<file path="config.mk">
export PLATFORM = sky130hd
export DESIGN_NAME = chsl_slave
export DESIGN_NICKNAME = d
export VERILOG_FILES = /design/src/rtl/chsl_pkg.sv /design/src/rtl/chsl_decode.sv /design/src/rtl/chsl_beat_ctr.sv /design/src/rtl/chsl_fsm.sv /design/src/rtl/chsl_slave.sv
export SDC_FILE = /design/constraint.sdc
export NUM_CORES = 1
export LEC_CHECK = 0
export ABC_CLOCK_PERIOD_IN_PS = 8000
export BUFFER_PORTS_ARGS = -buffer_cell sky130_fd_sc_hd__buf_2
export CAP_MARGIN = 20
export CELL_PAD_IN_SITES_DETAIL_PLACEMENT = 0
export CELL_PAD_IN_SITES_GLOBAL_PLACEMENT = 2
export CORE_ASPECT_RATIO = 0.8
export CORE_MARGIN = 2
export CORE_UTILIZATION = 31
export DETAILED_ROUTE_END_ITERATION = 7
export PLACE_DENSITY = 0.92
export SLEW_MARGIN = 20
export SYNTH_ARGS = -nofsm -noshare
export SYNTH_HDL_FRONTEND = slang
export SYNTH_HIERARCHICAL = 1
export SYNTH_SLANG_ARGS = --single-unit
</file>
<file path="constraint.sdc">
create_clock -name clk -period 8 [get_ports clk]
set_input_delay 2.4 -clock clk [delete_from_list [all_inputs] [get_ports clk]]
set_output_delay 2.4 -clock clk [all_outputs]
set_load 0.01 [all_outputs]
</file>
<file path="src/rtl/chsl_pkg.sv">
package chsl_pkg;

    localparam int ID_W  = 4;
    localparam int OP_W  = 4;
    localparam int LEN_W = 16;

    // Control word layout, LSB first: id, broadcast, direction, op, length
    typedef struct packed {
        logic [LEN_W-1:0] len;
        logic [OP_W-1:0]  op;
        logic             rd;
        logic             bcast;
        logic [ID_W-1:0]  id;
    } ctl_word_t;

    localparam int CTL_W = $bits(ctl_word_t);

    typedef enum logic [1:0] {
        ST_IDLE = 2'd0,
        ST_ADDR = 2'd1,
        ST_TURN = 2'd2,
        ST_DATA = 2'd3
    } chsl_state_e;

endpackage

</file>
<file path="src/rtl/chsl_decode.sv">
module chsl_decode
    import chsl_pkg::*;
#(
    parameter int unsigned SLOT_ID = 0
) (
    input  logic [CTL_W-1:0] ctl_word,
    output logic             sel,
    output logic             rd,
    output logic [OP_W-1:0]  op,
    output logic [LEN_W-1:0] last_idx
);

    ctl_word_t ctl;
    logic      id_hit;

    always_comb begin
        ctl      = ctl_word_t'(ctl_word);
        id_hit   = (ctl.id == ID_W'(SLOT_ID));
        // a broadcast only selects for writes: several boards may not drive
        sel      = id_hit || (ctl.bcast && !ctl.rd);
        rd       = ctl.rd;
        op       = ctl.op;
        last_idx = (ctl.len == '0) ? '0 : ctl.len - LEN_W'(1);
    end

endmodule

</file>
<file path="src/rtl/chsl_beat_ctr.sv">
module chsl_beat_ctr
    import chsl_pkg::*;
(
    input  logic             clk,
    input  logic             rst_n,
    input  logic             load,
    input  logic [LEN_W-1:0] load_last,
    input  logic             step,
    output logic [LEN_W-1:0] count,
    output logic             at_last
);

    logic [LEN_W-1:0] last_q;

    always_ff @(posedge clk) begin
        if (!rst_n) begin
            count  <= '0;
            last_q <= '0;
        end else if (load) begin
            count  <= '0;
            last_q <= load_last;
        end else if (step) begin
            count  <= at_last ? '0 : count + LEN_W'(1);
        end
    end

    assign at_last = (count == last_q);


    count_in_range_chk: assert property (@(posedge clk) disable iff (!rst_n)
        count <= last_q);


    count_hold_chk: assert property (@(posedge clk) disable iff (!rst_n)
        (!step && !load) |=> $stable(count));


    count_advance_chk: assert property (@(posedge clk) disable iff (!rst_n)
        (step && !load && !at_last) |=> (count == $past(count) + LEN_W'(1)));

endmodule

</file>
<file path="src/rtl/chsl_fsm.sv">
module chsl_fsm
    import chsl_pkg::*;
(
    input  logic        clk,
    input  logic        rst_n,
    input  logic        valid,
    input  logic        rd_dir,
    input  logic        at_last,
    output chsl_state_e state
);

    chsl_state_e state_nx;

    always_comb begin
        state_nx = state;
        unique case (state)
            ST_IDLE: if (valid) state_nx = ST_ADDR;
            ST_ADDR: if (valid) state_nx = rd_dir ? ST_TURN : ST_DATA;
            ST_TURN: state_nx = ST_DATA;
            ST_DATA: if (valid && at_last) state_nx = ST_IDLE;
        endcase
    end

    always_ff @(posedge clk) begin
        if (!rst_n) state <= ST_IDLE;
        else        state <= state_nx;
    end


    idle_wait_chk: assert property (@(posedge clk) disable iff (!rst_n)
        (state == ST_IDLE && !valid) |=> (state == ST_IDLE));


    turn_single_chk: assert property (@(posedge clk) disable iff (!rst_n)
        (state == ST_TURN) |=> (state == ST_DATA));


    burst_end_chk: assert property (@(posedge clk) disable iff (!rst_n)
        (state == ST_DATA && valid && at_last) |=> (state == ST_IDLE));

endmodule

</file>
<file path="src/rtl/chsl_slave.sv">
module chsl_slave
    import chsl_pkg::*;
#(
    parameter int          DATA_W  = 32,
    parameter int unsigned SLOT_ID = 0
) (
    input  logic              clk,
    input  logic              rst_n,
    input  logic              bus_valid,
    input  logic [DATA_W-1:0] bus_din,
    output logic [DATA_W-1:0] bus_dout,
    output logic              bus_oe,
    output logic [DATA_W-1:0] dev_addr,
    output logic [OP_W-1:0]   dev_op,
    output logic              dev_wr_en,
    output logic [DATA_W-1:0] dev_wdata,
    output logic              dev_rd_en,
    input  logic [DATA_W-1:0] dev_rd_data
);

    chsl_state_e      state;
    logic             dec_sel, dec_rd;
    logic [OP_W-1:0]  dec_op;
    logic [LEN_W-1:0] dec_last;
    logic [LEN_W-1:0] count;
    logic             at_last;
    logic             sel_q, rd_q;
    logic [OP_W-1:0]  op_q;
    logic [DATA_W-1:0] base_q;
    logic             take_ctl, take_addr, beat;

    assign take_ctl  = (state == ST_IDLE) && bus_valid;
    assign take_addr = (state == ST_ADDR) && bus_valid;
    assign beat      = (state == ST_DATA) && bus_valid;

    chsl_decode #(.SLOT_ID(SLOT_ID)) u_decode (
        .ctl_word (bus_din[CTL_W-1:0]),
        .sel      (dec_sel),
        .rd       (dec_rd),
        .op       (dec_op),
        .last_idx (dec_last)
    );

    chsl_beat_ctr u_ctr (
        .clk       (clk),
        .rst_n     (rst_n),
        .load      (take_ctl),
        .load_last (dec_last),
        .step      (beat),
        .count     (count),
        .at_last   (at_last)
    );

    chsl_fsm u_fsm (
        .clk     (clk),
        .rst_n   (rst_n),
        .valid   (bus_valid),
        .rd_dir  (rd_q),
        .at_last (at_last),
        .state   (state)
    );

    always_ff @(posedge clk) begin
        if (!rst_n) begin
            sel_q  <= 1'b0;
            rd_q   <= 1'b0;
            op_q   <= '0;
            base_q <= '0;
        end else begin
            if (take_ctl) begin
                sel_q <= dec_sel;
                rd_q  <= dec_rd;
                op_q  <= dec_op;
            end
            if (take_addr) base_q <= bus_din;
        end
    end

    always_comb begin
        dev_addr  = base_q + DATA_W'(count);
        dev_op    = op_q;
        dev_wdata = bus_din;
        dev_wr_en = beat && sel_q && !rd_q;
        dev_rd_en = beat && sel_q && rd_q;
        bus_oe    = sel_q && rd_q && ((state == ST_TURN) || (state == ST_DATA));
        bus_dout  = (sel_q && rd_q && (state == ST_DATA)) ? dev_rd_data : '0;
    end


    turn_no_data_chk: assert property (@(posedge clk) disable iff (!rst_n)
        $rose(bus_oe) |-> !dev_rd_en);


    drive_needs_oe_chk: assert property (@(posedge clk) disable iff (!rst_n)
        (bus_dout != '0) |-> bus_oe);


    write_not_driving_chk: assert property (@(posedge clk) disable iff (!rst_n)
        dev_wr_en |-> !bus_oe);


    reset_quiet_chk: assert property (@(posedge clk)
        !rst_n |=> (!bus_oe && !dev_wr_en && !dev_rd_en));

endmodule

</file>
==> flow_summary.yaml, run 1 <==
outcome:
  outcome: "complete, no violations"
clock_network:
  cts_tree: "done"
  numCtsBuffers: 9
  ctsHoldBuffers: 0
  cts_num_sinks: 72
  clk_pin_slew_ns: 0.05
  cts.path.max_buffers: 2
  cts_resized: 0
  root_buffer: "clkbuf_16"
  postCtsSetupBuffers: 0
  clk_latency_ns: 0.33
  htree_levels: 3
global_routing:
  grt_max_degree: 57
  grtUsageTotal_pct: 15.8
  grt_overflow_total: 0
  grt_first_pass_wirelength_um: 22700
  antenna_found_initial: 0
  grt_pass1_vias: 4161
timing:
  setup-violations-final: 0
  setup_tns_ns: 0
  max_freq_mhz: 179
  setup_slack_ns: 2.40
  tightest_slew_ns: 0.899
  final-hold-violation-count: 0
  timing.slew.headroom_pct: 40.1
  period_share_pct: 70.0
  finalWorstPathRequiredPeriod_ns: 5.60
  fin_skew_ns: 0.00523
  rsz0062_at_grt: "false"
  slew_viol_final: 0
  hold_slack_ns: 0.468
power_and_ir_drop:
  p_sw_share_pct: 34.4
  pwr-share-seq_pct: 38.7
  powerDensity_mw_per_mm2: 187
  clkPwrFrac_pct: 30.4
  peakVddDrop_mv: 0.102
  switching_power_w: 0.000404
  p_comb_share_pct: 30.9
  cell_internal_pwr_w: 0.000773
  power_leakage_nw: 2.88
setup_path:
  required_ns: 5.60
  endpoint_kind: "primary output"
  worst_ep_arrival_time_ns: 3.20
  reg2reg_slack_ns: 5.78
  critPathLaunchType: "input port"
  criticalPathCategory: "in -> out"
  path_max_fanout: 9
yosys:
  synth_area_sq_mm: 0.00528
  synth.distinct_cells: 62
  synth_nets: 734
  syn_area_per_cell_sq_um: 8.20
  async_flop_share_pct: 0
  syn_inst: 644
  synth_area_leaders: "dfxtp_1 (27%), xor2_1 (7.8%), nand2_1 (6.3%)"
  ys_ff_latch: 72
  yosysTopAreaCell: "dfxtp_1"
  ys_seq_area_share_pct: 27.3
  synthFlopType: "dfxtp_1"
  yosys_warnings: 6
  synth_top_area_share_pct: 27.3
  synth_edf_count: 0
cells_and_area:
  final_util_pct: 37.9
  drive_above_1_share_pct: 27.5
  syn2layout_area_growth_pct: 19.1
  fin_area_sq_mm: 0.00629
  final_nets: 856
  diodes: 0
  final_common_cell: "buf_2"
  mostFrequentLayoutCells: "buf_2 (169), nand2_1 (89), dfxtp_1 (72)"
flow_run:
  max-cap-violations: 0
route:
  firstDrtPassIters: 5
  postRouteAntennaNets: 0
  viasPerCell: 4.64
  drc: 0
  drtIter0Drc: 331
  vias: 4600
  drt_wl_total_um: 14600
  wl_per_cell_um: 14.7
floorplanning:
  core_area_sq_mm: 0.0166
  initial_core_util_pct: 31.8
  die_x_um: 150
  io_pins: 170
  dieArea_sq_mm: 0.0181
  rows: 42
  die_h_um: 121
min_path:
  hp-class: "reg -> reg"
placed_design:
  dp.final_hpwl_um: 11300
  numPortBuffers: 169
  post-place-ws_ns: 2.41
  placed_cell_area_sq_mm: 0.00603
  routabilityCongestion: 0.820
[synthesized netlist by cell type, types with 3 or more instances]
cell type / instances
and3_1: 8
nand2b_1: 4
inv_1: 16
o21ai_0: 15
nand3_2: 3
a21o_1: 4
and2_1: 38
nand4_1: 10
o21bai_1: 4
buf_2: 4
buf_4: 37
dfxtp_1: 72
nor4_1: 6
nor4_2: 3
a21oi_1: 28
mux2i_1: 22
ha_1: 22
xnor2_1: 21
a211oi_2: 4
nand2_1: 89
nor3_1: 8
clkbuf_1: 15
buf_6: 3
a211oi_1: 11
nor2_1: 32
xor2_1: 47
nand3_1: 16
nor2b_1: 25
a21boi_0: 33
[state kept, by name (all words and copies together), names as in the netlist]
register / flops
base_q: 32
dev_op: 4
rd_q: 1
sel_q: 1
u_ctr/count: 16
u_ctr/last_q: 16
u_fsm/state: 2
[kinds of logic after synthesis]
family / Yosys count / share of synthesized area (%)
AND/OR/NAND/NOR: 263 / 27.0
AO/OA/AOI/OAI: 118 / 15.8
buffers and inverters: 77 / 8.65
flip-flops: 72 / 27.3
XOR/XNOR: 68 / 11.3
multiplexers: 23 / 4.38
adder cells (fa/ha/maj): 23 / 5.59
[layer usage]
layer	GRT usage (%)	share of wire, %	wire length (um)	up-vias
li1	-	-	-	2429
met1	24.1	52	7580	2070
met2	22.7	43	6210	96
met3	3.77	5.0	731	5
met4	2.65	0.55	81	0
met5	0	0	0	-
[power groups by stage]
stage	clock (W)	sequential (W)	combinational, W
after floorplan	0	0.000449	0.000267
after global placement	0	0.000463	0.000362
after detailed placement	0	0.000464	0.000363
after CTS	0.000367	0.000456	0.000365
after global routing	0.000380	0.000465	0.000403
final	0.000358	0.000456	0.000364
[worst max-delay path, stage by stage]
cell and delay, ns:
buf_2 0.13, and3_1 0.35, and3b_1 0.20, buf_2 0.12
[metrics by stage]
stage | power [W] | cells
after global routing | 0.00125 | 991
final | 0.00118 | 991
after floorplan | 0.000717 | 644
after global placement | 0.000825 | 975
after CTS | 0.00119 | 991
after detailed placement | 0.000827 | 975
[final cells by class]
type                            count  area [sq um]
Inverter                           16          60.1
Tap cell                          220           275
Multi-Input combinational cell    495          3390
Sequential cell                    72          1440
Fill cell                        1774         10300
Clock inverter                      3          18.8
Timing Repair Buffer              172           868
Clock buffer                       13           240
[worst paths after layout]
kind                                                  start                            to  cells after the start
worst max-delay path                              bus_valid                     dev_wr_en                      4
worst min-delay path                base_q[15]$_SDFFE_PN0P_       base_q[15]$_SDFFE_PN0P_                      2
worst max register to register  u_fsm/state[1]$_SDFFE_PN0P_  u_ctr/count[14]$_SDFFE_PP0P_                      5
worst min register to register      base_q[15]$_SDFFE_PN0P_       base_q[15]$_SDFFE_PN0P_                      2
Power figures use the tool's default switching activity.
==> inputs of run 2 (changes only) <==
--- a/config.mk
+++ b/config.mk
@@ -5,16 +5,16 @@
 export SDC_FILE = /design/constraint.sdc
 export NUM_CORES = 1
 export LEC_CHECK = 0
-export ABC_CLOCK_PERIOD_IN_PS = 8000
+export ABC_CLOCK_PERIOD_IN_PS = 5600
 export BUFFER_PORTS_ARGS = -buffer_cell sky130_fd_sc_hd__buf_2
 export CAP_MARGIN = 20
 export CELL_PAD_IN_SITES_DETAIL_PLACEMENT = 0
 export CELL_PAD_IN_SITES_GLOBAL_PLACEMENT = 2
 export CORE_ASPECT_RATIO = 0.8
 export CORE_MARGIN = 2
-export CORE_UTILIZATION = 31
+export CORE_UTILIZATION = 29
 export DETAILED_ROUTE_END_ITERATION = 7
-export PLACE_DENSITY = 0.92
+export PLACE_DENSITY = 0.88
 export SLEW_MARGIN = 20
 export SYNTH_ARGS = -nofsm -noshare
 export SYNTH_HDL_FRONTEND = slang
==> constraint.sdc (replaced) <==
create_clock -name clk -period 5.6 [get_ports clk]
set_input_delay 1.68 -clock clk [delete_from_list [all_inputs] [get_ports clk]]
set_output_delay 1.68 -clock clk [all_outputs]
set_load 0.01 [all_outputs]
==> flow_summary.yaml, run 2 (same netlist as run 1, synthesis figures left out) <==
outcome:
  outcome: "complete, no violations"
min_path:
  hold_path_depth: 2
  worstHoldStart: "base_q[30]$_SDFFE_PN0P_"
  hp-class: "reg -> reg"
clock_network:
  htree_levels: 3
  clk_pin_slew_ns: 0.06
  postCtsSetupBuffers: 0
  cts_resized: 0
  cts_num_sinks: 72
  ctsHoldBuffers: 0
  numCtsBuffers: 9
  cts_tree: "done"
  clk_latency_ns: 0.34
  cts.path.max_buffers: 2
  root_buffer: "clkbuf_16"
cells_and_area:
  top_regs: "base_q: 32 flops, u_ctr/count: 16 flops, u_ctr/last_q: 16 flops"
  largest_reg_flops: 32
  syn2layout_area_growth_pct: 20.3
  layout.cells.non_filler: 1001
  final_nets: 856
  diodes: 0
  multi_input_area_sq_mm: 0.00339
  mostFrequentLayoutCells: "buf_2 (169), nand2_1 (89), dfxtp_1 (72)"
  fin_area_sq_mm: 0.00635
  final_common_cell: "buf_2"
  drive_above_1_share_pct: 28.0
  fillCellCount: 1892
  final-seq-area_sq_mm: 0.00144
  largest-register: "base_q"
  final_util_pct: 35.3
timing:
  tightest_slew_ns: 0.894
  max_freq_mhz: 220
  period_share_pct: 81.2
  timing.slew.headroom_pct: 40.4
  setup_tns_ns: 0
  slew_viol_final: 0
  rsz0062_at_grt: "false"
  finalWorstPathRequiredPeriod_ns: 4.55
  fin_skew_ns: 0.00710
  setup-violations-final: 0
  final-hold-violation-count: 0
placed_design:
  dp.final_hpwl_um: 11800
  routabilityCongestion: 0.797
  dpl.cell_count: 985
  placed_cell_area_sq_mm: 0.00604
  numPortBuffers: 169
setup_path:
  required_ns: 3.92
  endpoint_kind: "primary output"
  criticalPathCategory: "reg -> out"
  critPathLaunchType: "flip-flop"
  r2r_cells: 7
  path_max_fanout: 7
  worstReg2RegStart: "u_ctr/count[9]$_SDFFE_PP0P_"
  worst_ep_arrival_time_ns: 2.87
  crit_path_start: "u_ctr/count[0]$_SDFFE_PP0P_"
floorplanning:
  dieArea_sq_mm: 0.0193
  initial_core_util_pct: 29.3
  io_pins: 170
  core_area_sq_mm: 0.0180
  die_x_um: 155
  rows: 44
  die_h_um: 125
global_routing:
  grtUsageTotal_pct: 15.9
  grt_first_pass_wirelength_um: 24500
  grt_pass1_vias: 4454
  antenna_found_initial: 0
  grt_overflow_total: 0
  grt_max_degree: 57
route:
  wl_per_cell_um: 15.2
  drc: 0
  viasPerCell: 4.65
  drt_wl_total_um: 15200
  vias: 4655
  firstDrtPassIters: 5
  drtIter0Drc: 283
  postRouteAntennaNets: 0
power_and_ir_drop:
  powerDensity_mw_per_mm2: 277
  power_leakage_nw: 2.89
  peakVddDrop_mv: 0.124
  finalPower_w: 0.00176
flow_run:
  max-cap-violations: 0
==> run 2: cell count changes in the layout (fill, tap and decap cells not counted) <==
cell,delta
bufinv_16,+1
clkbuf_1,-4
clkbuf_8,+1
clkinv_2,-1
clkinv_4,-1
clkinvlp_4,+3
inv_6,+1
==> run 2: through the flow <==
| stage | hold slack [ns] | setup WS (ns) |
|---|---|---|
| 2_1_floorplan | 0.443 | 1.76 |
| 4_1_cts | 0.476 | 1.01 |
| 6_report | 0.473 | 1.05 |
| 3_3_place_gp | 0.457 | 1.43 |
| 3_5_place_dp | 0.468 | 1.37 |
| 5_1_grt | 0.499 | 0.794 |
==> run 2: final cells by class <==
| class | instances | area share, % |
|---|---|---|
| clock inverters | 6 | 1.04 |
| multi-input cells | 495 | 53.3 |
| inverters | 16 | 0.946 |
| flip-flops and latches | 72 | 22.7 |
| well taps | 230 | 4.53 |
| repair buffers | 172 | 13.7 |
| clock buffers | 10 | 3.76 |
==> run 2: final timing paths <==
path,slack [ns],to
worst max-delay path,1.05,dev_addr[18]
worst min-delay path,0.47,base_q[30]$_SDFFE_PN0P_
worst max register to register,3.37,u_fsm/state[0]$_SDFFE_PN0P_
worst min register to register,0.47,base_q[30]$_SDFFE_PN0P_
==> run 2: worst max-delay path, stage by stage (launching register included) <==
cell and delay, ns:
dfxtp_1 0.39, ha_1 0.28, fa_1 0.43, a211oi_1 0.36, o211ai_2 0.18, a211oi_2 0.41, o21ai_0 0.18, xor2_1 0.16
buf_2 0.14
==> run 2: where the power goes <==
group	total (W)	switching, W	internal, W
registers	0.000651	0.0000685	0.000583
logic	0.000523	0.000302	0.000221
clock network	0.000584	0.000226	0.000357
==> run 2: routing by layer <==
layer | vias to the layer above | global-route usage [%] | wire (um)
met4 | 0 | 3.05 | 137
met3 | 10 | 3.69 | 609
li1 | 2417 | - | -
met5 | - | 0 | 0
met1 | 2142 | 24.0 | 7970
met2 | 86 | 22.9 | 6510
